==> config.mk <==
export PLATFORM = sky130hd
export DESIGN_NAME = cart_rom_seq
export DESIGN_NICKNAME = d
export VERILOG_FILES = /design/src/rtl/cart_rom_pkg.sv /design/src/rtl/cart_sel_sync.sv /design/src/rtl/cart_seq_ctrl.sv /design/src/rtl/cart_bus_path.sv /design/src/rtl/cart_rom_seq.sv
export SDC_FILE = /design/constraint.sdc
export NUM_CORES = 1
export LEC_CHECK = 0
export ABC_AREA = 1
export BUFFER_PORTS_ARGS = -buffer_cell sky130_fd_sc_hd__buf_2
export CORE_MARGIN = 2
export CORE_UTILIZATION = 51
export DETAILED_ROUTE_END_ITERATION = 10
export PLACE_DENSITY = 0.84
export SYNTH_ARGS = -nofsm -noshare
export SYNTH_HDL_FRONTEND = slang
export SYNTH_SLANG_ARGS = --single-unit
==> constraint.sdc <==
create_clock -name clk -period 2.1 [get_ports clk]
set_input_delay 0.105 -clock clk [delete_from_list [all_inputs] [get_ports clk]]
set_output_delay 0.105 -clock clk [all_outputs]
set_load 0.03 [all_outputs]
==> src/rtl/cart_rom_pkg.sv <==
package cart_rom_pkg;

  // Sequencer phases; encoding is internal only
  typedef enum logic [2:0] {
    PH_IDLE  = 3'd0,
    PH_ADDR  = 3'd1,
    PH_FETCH = 3'd2,
    PH_LOAD  = 3'd3,
    PH_DRIVE = 3'd4
  } phase_e;

  // Number of window selects
  localparam int unsigned NUM_SEL = 2;

endpackage

==> src/rtl/cart_sel_sync.sv <==
module cart_sel_sync #(
  parameter int unsigned STAGES = 2,
  parameter int unsigned WIDTH  = 2
) (
  input  logic             clk,
  input  logic             rst_n,
  input  logic [WIDTH-1:0] async_in,
  output logic [WIDTH-1:0] sync_out
);

  // Each bit gets its own flop chain; the reset value is 1 (inactive)
  for (genvar b = 0; b < WIDTH; b++) begin : g_bit
    logic [STAGES-1:0] chain_q;
    logic [STAGES-1:0] chain_d;

    if (STAGES > 1) begin : g_multi
      always_comb chain_d = {chain_q[STAGES-2:0], async_in[b]};
    end else begin : g_single
      always_comb chain_d = async_in[b];
    end

    always_ff @(posedge clk or negedge rst_n) begin
      if (!rst_n) chain_q <= '1;
      else        chain_q <= chain_d;
    end

    assign sync_out[b] = chain_q[STAGES-1];
  end

endmodule

==> src/rtl/cart_seq_ctrl.sv <==
module cart_seq_ctrl
  import cart_rom_pkg::*;
#(
  parameter int unsigned SAMPLE_CYC = 2
) (
  input  logic   clk,
  input  logic   rst_n,
  input  logic   sel_act,
  output phase_e phase,
  output logic   capture,
  output logic   load_word,
  output logic   late_err
);

  localparam int unsigned CNT_W = (SAMPLE_CYC > 1) ? $clog2(SAMPLE_CYC) : 1;
  localparam logic [CNT_W-1:0] CNT_LAST = CNT_W'(SAMPLE_CYC - 1);

  phase_e           phase_q, phase_d;
  logic [CNT_W-1:0] cnt_q, cnt_d;
  logic             cnt_en;
  logic             err_q, err_d;
  logic             abort;

  // Next-state logic
  always_comb begin
    phase_d   = phase_q;
    cnt_d     = cnt_q;
    cnt_en    = 1'b0;
    capture   = 1'b0;
    load_word = 1'b0;
    abort     = 1'b0;
    unique case (phase_q)
      PH_IDLE: begin
        if (sel_act) begin
          phase_d = PH_ADDR;
          cnt_d   = '0;
          cnt_en  = 1'b1;
        end
      end
      PH_ADDR: begin
        if (!sel_act) begin
          abort   = 1'b1;
          phase_d = PH_IDLE;
        end else if (cnt_q == CNT_LAST) begin
          capture = 1'b1;
          phase_d = PH_FETCH;
        end else begin
          cnt_d  = cnt_q + 1'b1;
          cnt_en = 1'b1;
        end
      end
      PH_FETCH: begin
        if (!sel_act) begin
          abort   = 1'b1;
          phase_d = PH_IDLE;
        end else begin
          phase_d = PH_LOAD;
        end
      end
      PH_LOAD: begin
        if (!sel_act) begin
          abort   = 1'b1;
          phase_d = PH_IDLE;
        end else begin
          load_word = 1'b1;
          phase_d   = PH_DRIVE;
        end
      end
      PH_DRIVE: begin
        if (!sel_act) phase_d = PH_IDLE;
      end
      default: phase_d = PH_IDLE;
    endcase
    err_d = err_q | abort;
  end

  // Registers
  always_ff @(posedge clk or negedge rst_n) begin
    if (!rst_n) begin
      phase_q <= PH_IDLE;
      cnt_q   <= '0;
      err_q   <= 1'b0;
    end else begin
      phase_q <= phase_d;
      err_q   <= err_d;
      if (cnt_en) cnt_q <= cnt_d;
    end
  end

  assign phase    = phase_q;
  assign late_err = err_q;

endmodule

==> src/rtl/cart_bus_path.sv <==
module cart_bus_path #(
  parameter int unsigned DW = 16
) (
  input  logic          clk,
  input  logic          rst_n,
  input  logic          capture,
  input  logic          hi_win,
  input  logic          load_word,
  input  logic [DW-1:0] pin_in,
  input  logic [DW-1:0] mem_rdata,
  output logic [DW:0]   addr_q,
  output logic [DW-1:0] data_q
);

  logic [DW:0]   addr_d;
  logic [DW-1:0] data_d;

  // Window select becomes the top address bit
  always_comb addr_d = {hi_win, pin_in};
  always_comb data_d = mem_rdata;

  always_ff @(posedge clk or negedge rst_n) begin
    if (!rst_n) begin
      addr_q <= '0;
      data_q <= '0;
    end else begin
      if (capture)   addr_q <= addr_d;
      if (load_word) data_q <= data_d;
    end
  end

endmodule

==> src/rtl/cart_rom_seq.sv <==
module cart_rom_seq
  import cart_rom_pkg::*;
#(
  parameter int unsigned DW          = 16,
  parameter int unsigned SYNC_STAGES = 2,
  parameter int unsigned SAMPLE_CYC  = 2
) (
  input  logic          clk,
  input  logic          rst_n,
  input  logic          sel_lo_n,
  input  logic          sel_hi_n,
  input  logic [DW-1:0] pin_in,
  output logic [DW-1:0] pin_out,
  output logic          pin_oe,
  output logic          rd_buf_n,
  output logic          wr_buf_n,
  output logic          mem_rd,
  output logic [DW:0]   mem_addr,
  input  logic [DW-1:0] mem_rdata,
  output logic          late_err
);

  // Reset: asserted asynchronously, released on the clock
  logic [1:0] rst_sync_q;
  logic       rst_int_n;

  always_ff @(posedge clk or negedge rst_n) begin
    if (!rst_n) rst_sync_q <= '0;
    else        rst_sync_q <= {rst_sync_q[0], 1'b1};
  end
  assign rst_int_n = rst_sync_q[1];

  // Select synchronizer: bit 1 = high window, bit 0 = low window
  logic [NUM_SEL-1:0] sel_raw, sel_sync;
  logic               sel_act, hi_win;

  assign sel_raw = {sel_hi_n, sel_lo_n};

  cart_sel_sync #(.STAGES(SYNC_STAGES), .WIDTH(NUM_SEL)) u_sync (
    .clk      (clk),
    .rst_n    (rst_int_n),
    .async_in (sel_raw),
    .sync_out (sel_sync)
  );

  assign sel_act = ~&sel_sync;
  assign hi_win  = ~sel_sync[1];

  phase_e phase;
  logic   capture, load_word;

  cart_seq_ctrl #(.SAMPLE_CYC(SAMPLE_CYC)) u_ctrl (
    .clk       (clk),
    .rst_n     (rst_int_n),
    .sel_act   (sel_act),
    .phase     (phase),
    .capture   (capture),
    .load_word (load_word),
    .late_err  (late_err)
  );

  logic [DW:0]   addr_q;
  logic [DW-1:0] data_q;

  cart_bus_path #(.DW(DW)) u_path (
    .clk       (clk),
    .rst_n     (rst_int_n),
    .capture   (capture),
    .hi_win    (hi_win),
    .load_word (load_word),
    .pin_in    (pin_in),
    .mem_rdata (mem_rdata),
    .addr_q    (addr_q),
    .data_q    (data_q)
  );

  // Bus-state decode from the registered phase
  assign rd_buf_n = (phase != PH_ADDR);
  assign wr_buf_n = (phase != PH_DRIVE);
  assign pin_oe   = (phase == PH_DRIVE);
  assign pin_out  = data_q;
  assign mem_rd   = (phase == PH_FETCH);
  assign mem_addr = addr_q;

endmodule

After elaboration in Yosys (flattened, before gate mapping). Index checks and enable logic that the tools add are counted.

Bits in registers: 44. Input port bits: 36. Output and inout port bits: 38. Logic and storage cells: 48.

Add/subtract/negate cells: 1. Equal/unequal tests: 10. Multiplexer cells: 21. Bitwise operators: 2. Reduce and logical (&&, ||, !) cells: 6.

Operators by type and width (number): two-way mux 3 bit (5); one-hot mux 3 bit (5 select lines) (1); two-way mux 1 bit (12); == test 3 x 2 -> 1 bit, second input constant (2); inequality test 2 bit, second input constant (2); one-hot mux 1 bit (2 select lines) (2); AND reduction 4 bit (1); == test 3 x 1 -> 1 bit, second input constant (1); == test 3 bit, second input constant (1); logical NOT 3 bit (1); inequality test 3 x 1 -> 1 bit, second input constant (1); inequality test 3 x 2 -> 1 bit, second input constant (1); inequality test 3 bit, second input constant (1); AND reduction 3 bit (1); OR reduction 3 bit (1); two-way mux 2 bit (1); inequality test 2 x 1 -> 1 bit, second input constant (1); AND reduction 2 bit (1); nonzero test 2 bit (1); adder 1 bit, second input constant (1); inverter 1 bit (1); OR 1 bit (1).

Logic depth before layout (Yosys ltp).
Depth in word-level cells: 4. Mapped depth: 6. Gate-level depth less buffers: 6.

Hierarchy. Synthesis repeated with hierarchy kept, for this count alone.

Cell total of the unflattened synthesis: 197. Area total of the unflattened synthesis: 1771.7 sq um.

Modules (own cells, without submodules): cart_bus_path (times used 1, cells each 140, area an instance 1298.7 sq um, sequential area each 825.8 sq um); cart_seq_ctrl (times used 1, cells each 37, area an instance 256.5 sq um, sequential area each 125.1 sq um); cart_sel_sync (times used 1, cells each 6, area an instance 120.1 sq um, sequential area each 105.1 sq um); cart_rom_seq (times used 1, cells each 14, area an instance 96.3 sq um, sequential area each 50.0 sq um).

Worst setup path before layout. OpenSTA, ideal clock, no wires.

Path kind: register to register. Start point: register u_ctrl.phase_q[1], in the netlist u_ctrl.phase[1]. End point: register u_ctrl.phase_q[2], in the netlist u_ctrl.phase[2]. Library setup time: 0.081 ns. Arrival: 1.550 ns. Data required time: 2.019 ns. Setup slack: 0.468 ns. Stages on the path, launching flop included: 6. Buffers on the path: 0. Period minus slack after synthesis: 1.632 ns. Path through: dfrtp_1 > nor2_1 > inv_1 > nor2_1 > inv_1 > o21ai_1.

Longest elaborated chain between the ends: 3. Elaborated cells between the ends (all ways): 10. Those cells by class: eq/ne (7); mux (1); reduce/logical (2).

RTL lines: start: declaration (RTL line cart_seq_ctrl.sv:18) `phase_e phase_q, phase_d;`; start signal: assignment (RTL line cart_seq_ctrl.sv:84) `phase_q <= phase_d;`; == test 3 bit (*); net pin_oe (RTL line cart_rom_seq.sv:14) `output logic pin_oe,`; inequality test 2 x 1 -> 1 bit (no source line); AND reduction 3 bit (no source line).

Mark *: on every way through the listed nets, which the timed path passes. The rest lies on a longest branch. A chain may end at the register's enable or synchronous reset.

Worst setup path in the final report.
Start point: register u_ctrl.phase_q[1], in the netlist u_ctrl.phase[1]. End point: output port wr_buf_n.

Longest elaborated chain between the ends: 1.

RTL lines: inequality test 3 bit (RTL line cart_rom_seq.sv:79) `assign wr_buf_n = (phase != PH_DRIVE);`; end: declaration (RTL line cart_rom_seq.sv:16) `output logic wr_buf_n,`.

Every way passes these cells.

==> flow_metrics.tcl <==
set metrics [dict create \
    status "finished, final reports clean" \
    die_h_um 63.9 \
    synth_seq_cells 44 \
    start_util_pct 54.0 \
    drc 0 \
    cts_tree "done" \
    path_cells "nor2_1 > inv_1 > nor2_1 > inv_1 > buf_2" \
    yosys.area.top_type_share_pct 54.7 \
    grt_pass1_wl_mm 6.98 \
    totalWireLength_mm 4.01 \
    clkTransAtPathRegs_ns 0.13 \
    wl_per_cell_um 11.7 \
    ys_seq_area_share_pct 60.5 \
    synthCells 185 \
    grt_pass1_vias 1576 \
    overflow 0 \
    antenna_found_initial 0 \
    clk_path_buf_depth 2 \
    critPathLaunchType "flop" \
    worstMarginPinSlew_ns 0.514 \
    avgSynthCellArea_sq_um 9.89 \
    final.setup.tns_ns 0 \
    coreArea_sq_um 3390 \
    dieArea_sq_um 4080 \
    synth_cell_types 18 \
    final.period_utilization_pct 76.6 \
    root_buffer "clkbuf_4" \
    port_buffers 73 \
    timing.fmax_ghz 0.622 \
    leakage_nw 1.45 \
    die_w_um 63.9 \
    rr_startpoint "u_ctrl.phase[0]" \
    end_kind "output pin" \
    dpl.hpwl_mm 2.39 \
    setup_violations 0 \
    vias 1534 \
    n_fill_cell 230 \
    ys_top_cells_by_area "dfrtp_1, nand2_1, o21ai_2" \
    cp_slowest_cell "dfrtp_1" \
    viasPerCell 4.47 \
    final_util_pct 77.1 \
    first_iter_violations 71 \
    max_slew_margin_pct 65.7 \
    n_antenna_cell 0 \
    postRouteAntennaNets 0 \
    skew_ns 0.0134 \
    cts-htree-levels 2 \
    num_rows 21 \
    r2r_slack_ns 0.64 \
    firstDrtPassIters 4 \
    critical_path_class "reg2out" \
    grt_setup_unrepaired "no" \
    peakVddDrop_v 0.000845 \
    syn_to_final_growth_pct 42.9 \
    clock_latency_ns 0.35 \
    period_needed_ns 1.61 \
    synth_nets 221 \
    async_flop_share_pct 100 \
    yosys_warnings 0 \
    synth-main-ff-cell "dfrtp_1" \
    cts_resized 0 \
    place_congestion 0.742 \
    grt_max_degree 35 \
    rr_worst_depth 5 \
    critPathRequiredTime_ns 2.00 \
    multi_input_area_sq_um 505 \
    slowest_delay_ns 0.44 \
    cp.arrival_ns 1.50 \
    drv_cap 0 \
    cts_made_buffers 5 \
    synth_common_cells "nand2_1, dfrtp_1, inv_1" \
    clock-sinks 44 \
    hold_viol 0 \
    seq_area_sq_um 1110 \
    drive_above_1_share_pct 37.4 \
    cp_max_fo 4 \
    ioPinCount 74 \
    grt_usage_pct 22.4 \
    startpoint "u_ctrl.phase[1]" \
    synth.cell_area_sq_um 1830 \
    yosysTopAreaCell "dfrtp_1" \
    yosysMostFrequentCell "nand2_1" \
    p_per_area_nw_per_um2 1430 \
    hold_path.class "in2async" \
    finalMaxSlewViolations 0 \
    nNetsFinal 332 \
    r2r-end "u_path.addr_q[3]" \
    cts_setup_buffers 0 \
    synth_edf_count 0 \
    finalPower_w 0.00375 \
]
## where the power goes
| part | internal, W | switching, W | total [W] |
|---|---|---|---|
| registers | 0.00121 | 0.000212 | 0.00142 |
| logic | 0.000588 | 0.00132 | 0.00190 |
| clock network | 0.000164 | 0.000260 | 0.000424 |
## worst max-delay path, delay by kind of cell, from the launching register on
family / cells / cell delay [ns]
flip-flops: 1 / 0.44
AND/OR/NAND/NOR: 2 / 0.39
buffers and inverters: 3 / 0.32
## per-layer routing
metal | track usage (%) | up-vias | routed length (um)
li1 | - | 778 | -
met3 | 5.63 | 9 | 151
met1 | 24.6 | 707 | 1520
met4 | 8.97 | 0 | 93
met5 | 0 | - | 0
met2 | 41.0 | 40 | 2240
## through the flow
stage / instances / setup WS, ns / instance area, sq um / hold WS, ns
finish: 343 / 0.491 / 2610 / 0.0353
global route: 343 / 0.346 / 2610 / 0.0236
CTS: 343 / 0.477 / 2610 / 0.0317
detailed placement: 300 / 0.689 / 2200 / -0.107
global placement: 300 / 0.742 / 2200 / -0.108
floorplan: 185 / 0.468 / 1830 / -0.191
## final cells by class
| type | count | share of cell area [%] |
|---|---|---|
| Sequential cell | 44 | 42.4 |
| Multi-Input combinational cell | 95 | 19.3 |
| Tap cell | 46 | 2.20 |
| Timing Repair Buffer | 110 | 28.0 |
| Clock buffer | 7 | 2.11 |
| Clock inverter | 1 | 0.287 |
| Inverter | 40 | 5.74 |
## cell families after synthesis
logic type / after synthesis / share of synthesized area, %
flip-flops: 44 / 60.5
buffers and inverters: 46 / 11.9
other: 1 / 0.205
AND/OR/NAND/NOR: 58 / 14.0
AO/OA/AOI/OAI: 36 / 13.5
## what timing repair did
item / CTS / global route
setup endpoints to repair: 0 / 0
hold endpoints to repair: 36 / 0
hold buffers: 35 / 0
## flip-flops by register name, summed over array words and instances (netlist names)
signal,count
u_ctrl.cnt_q,1
u_ctrl.late_err,1
u_ctrl.phase,3
u_path.addr_q,17
rst_sync_q,2
u_sync.g_bit.chain_q,4
u_path.data_q,16
## worst max-delay path by stage
stage                              endpoint  slack, ns  cells after the start
after floorplan             u_ctrl.phase[2]       0.47                      5
after global placement     u_path.addr_q[0]       0.74                      5
after detailed placement  u_path.addr_q[14]       0.69                      4
after CTS                          wr_buf_n       0.48                      5
after global routing               wr_buf_n       0.35                      5
final                              wr_buf_n       0.49                      5
## layout by cell type, fill, tap and decap left out, types with 2 or more instances in the layout
master,synthesis,final
nor2_1,4,4
inv_1,38,38
dfrtp_1,40,39
nand3_1,3,3
clkbuf_4,0,5
buf_2,0,73
nor2_2,2,2
inv_2,2,2
o21ai_1,17,17
buf_4,0,2
o21ai_2,17,17
nor3_1,2,2
dfstp_2,4,4
nand2_1,44,44
dlygate4sd3_1,0,35
No activity file was read; power rests on OpenSTA's default activity.
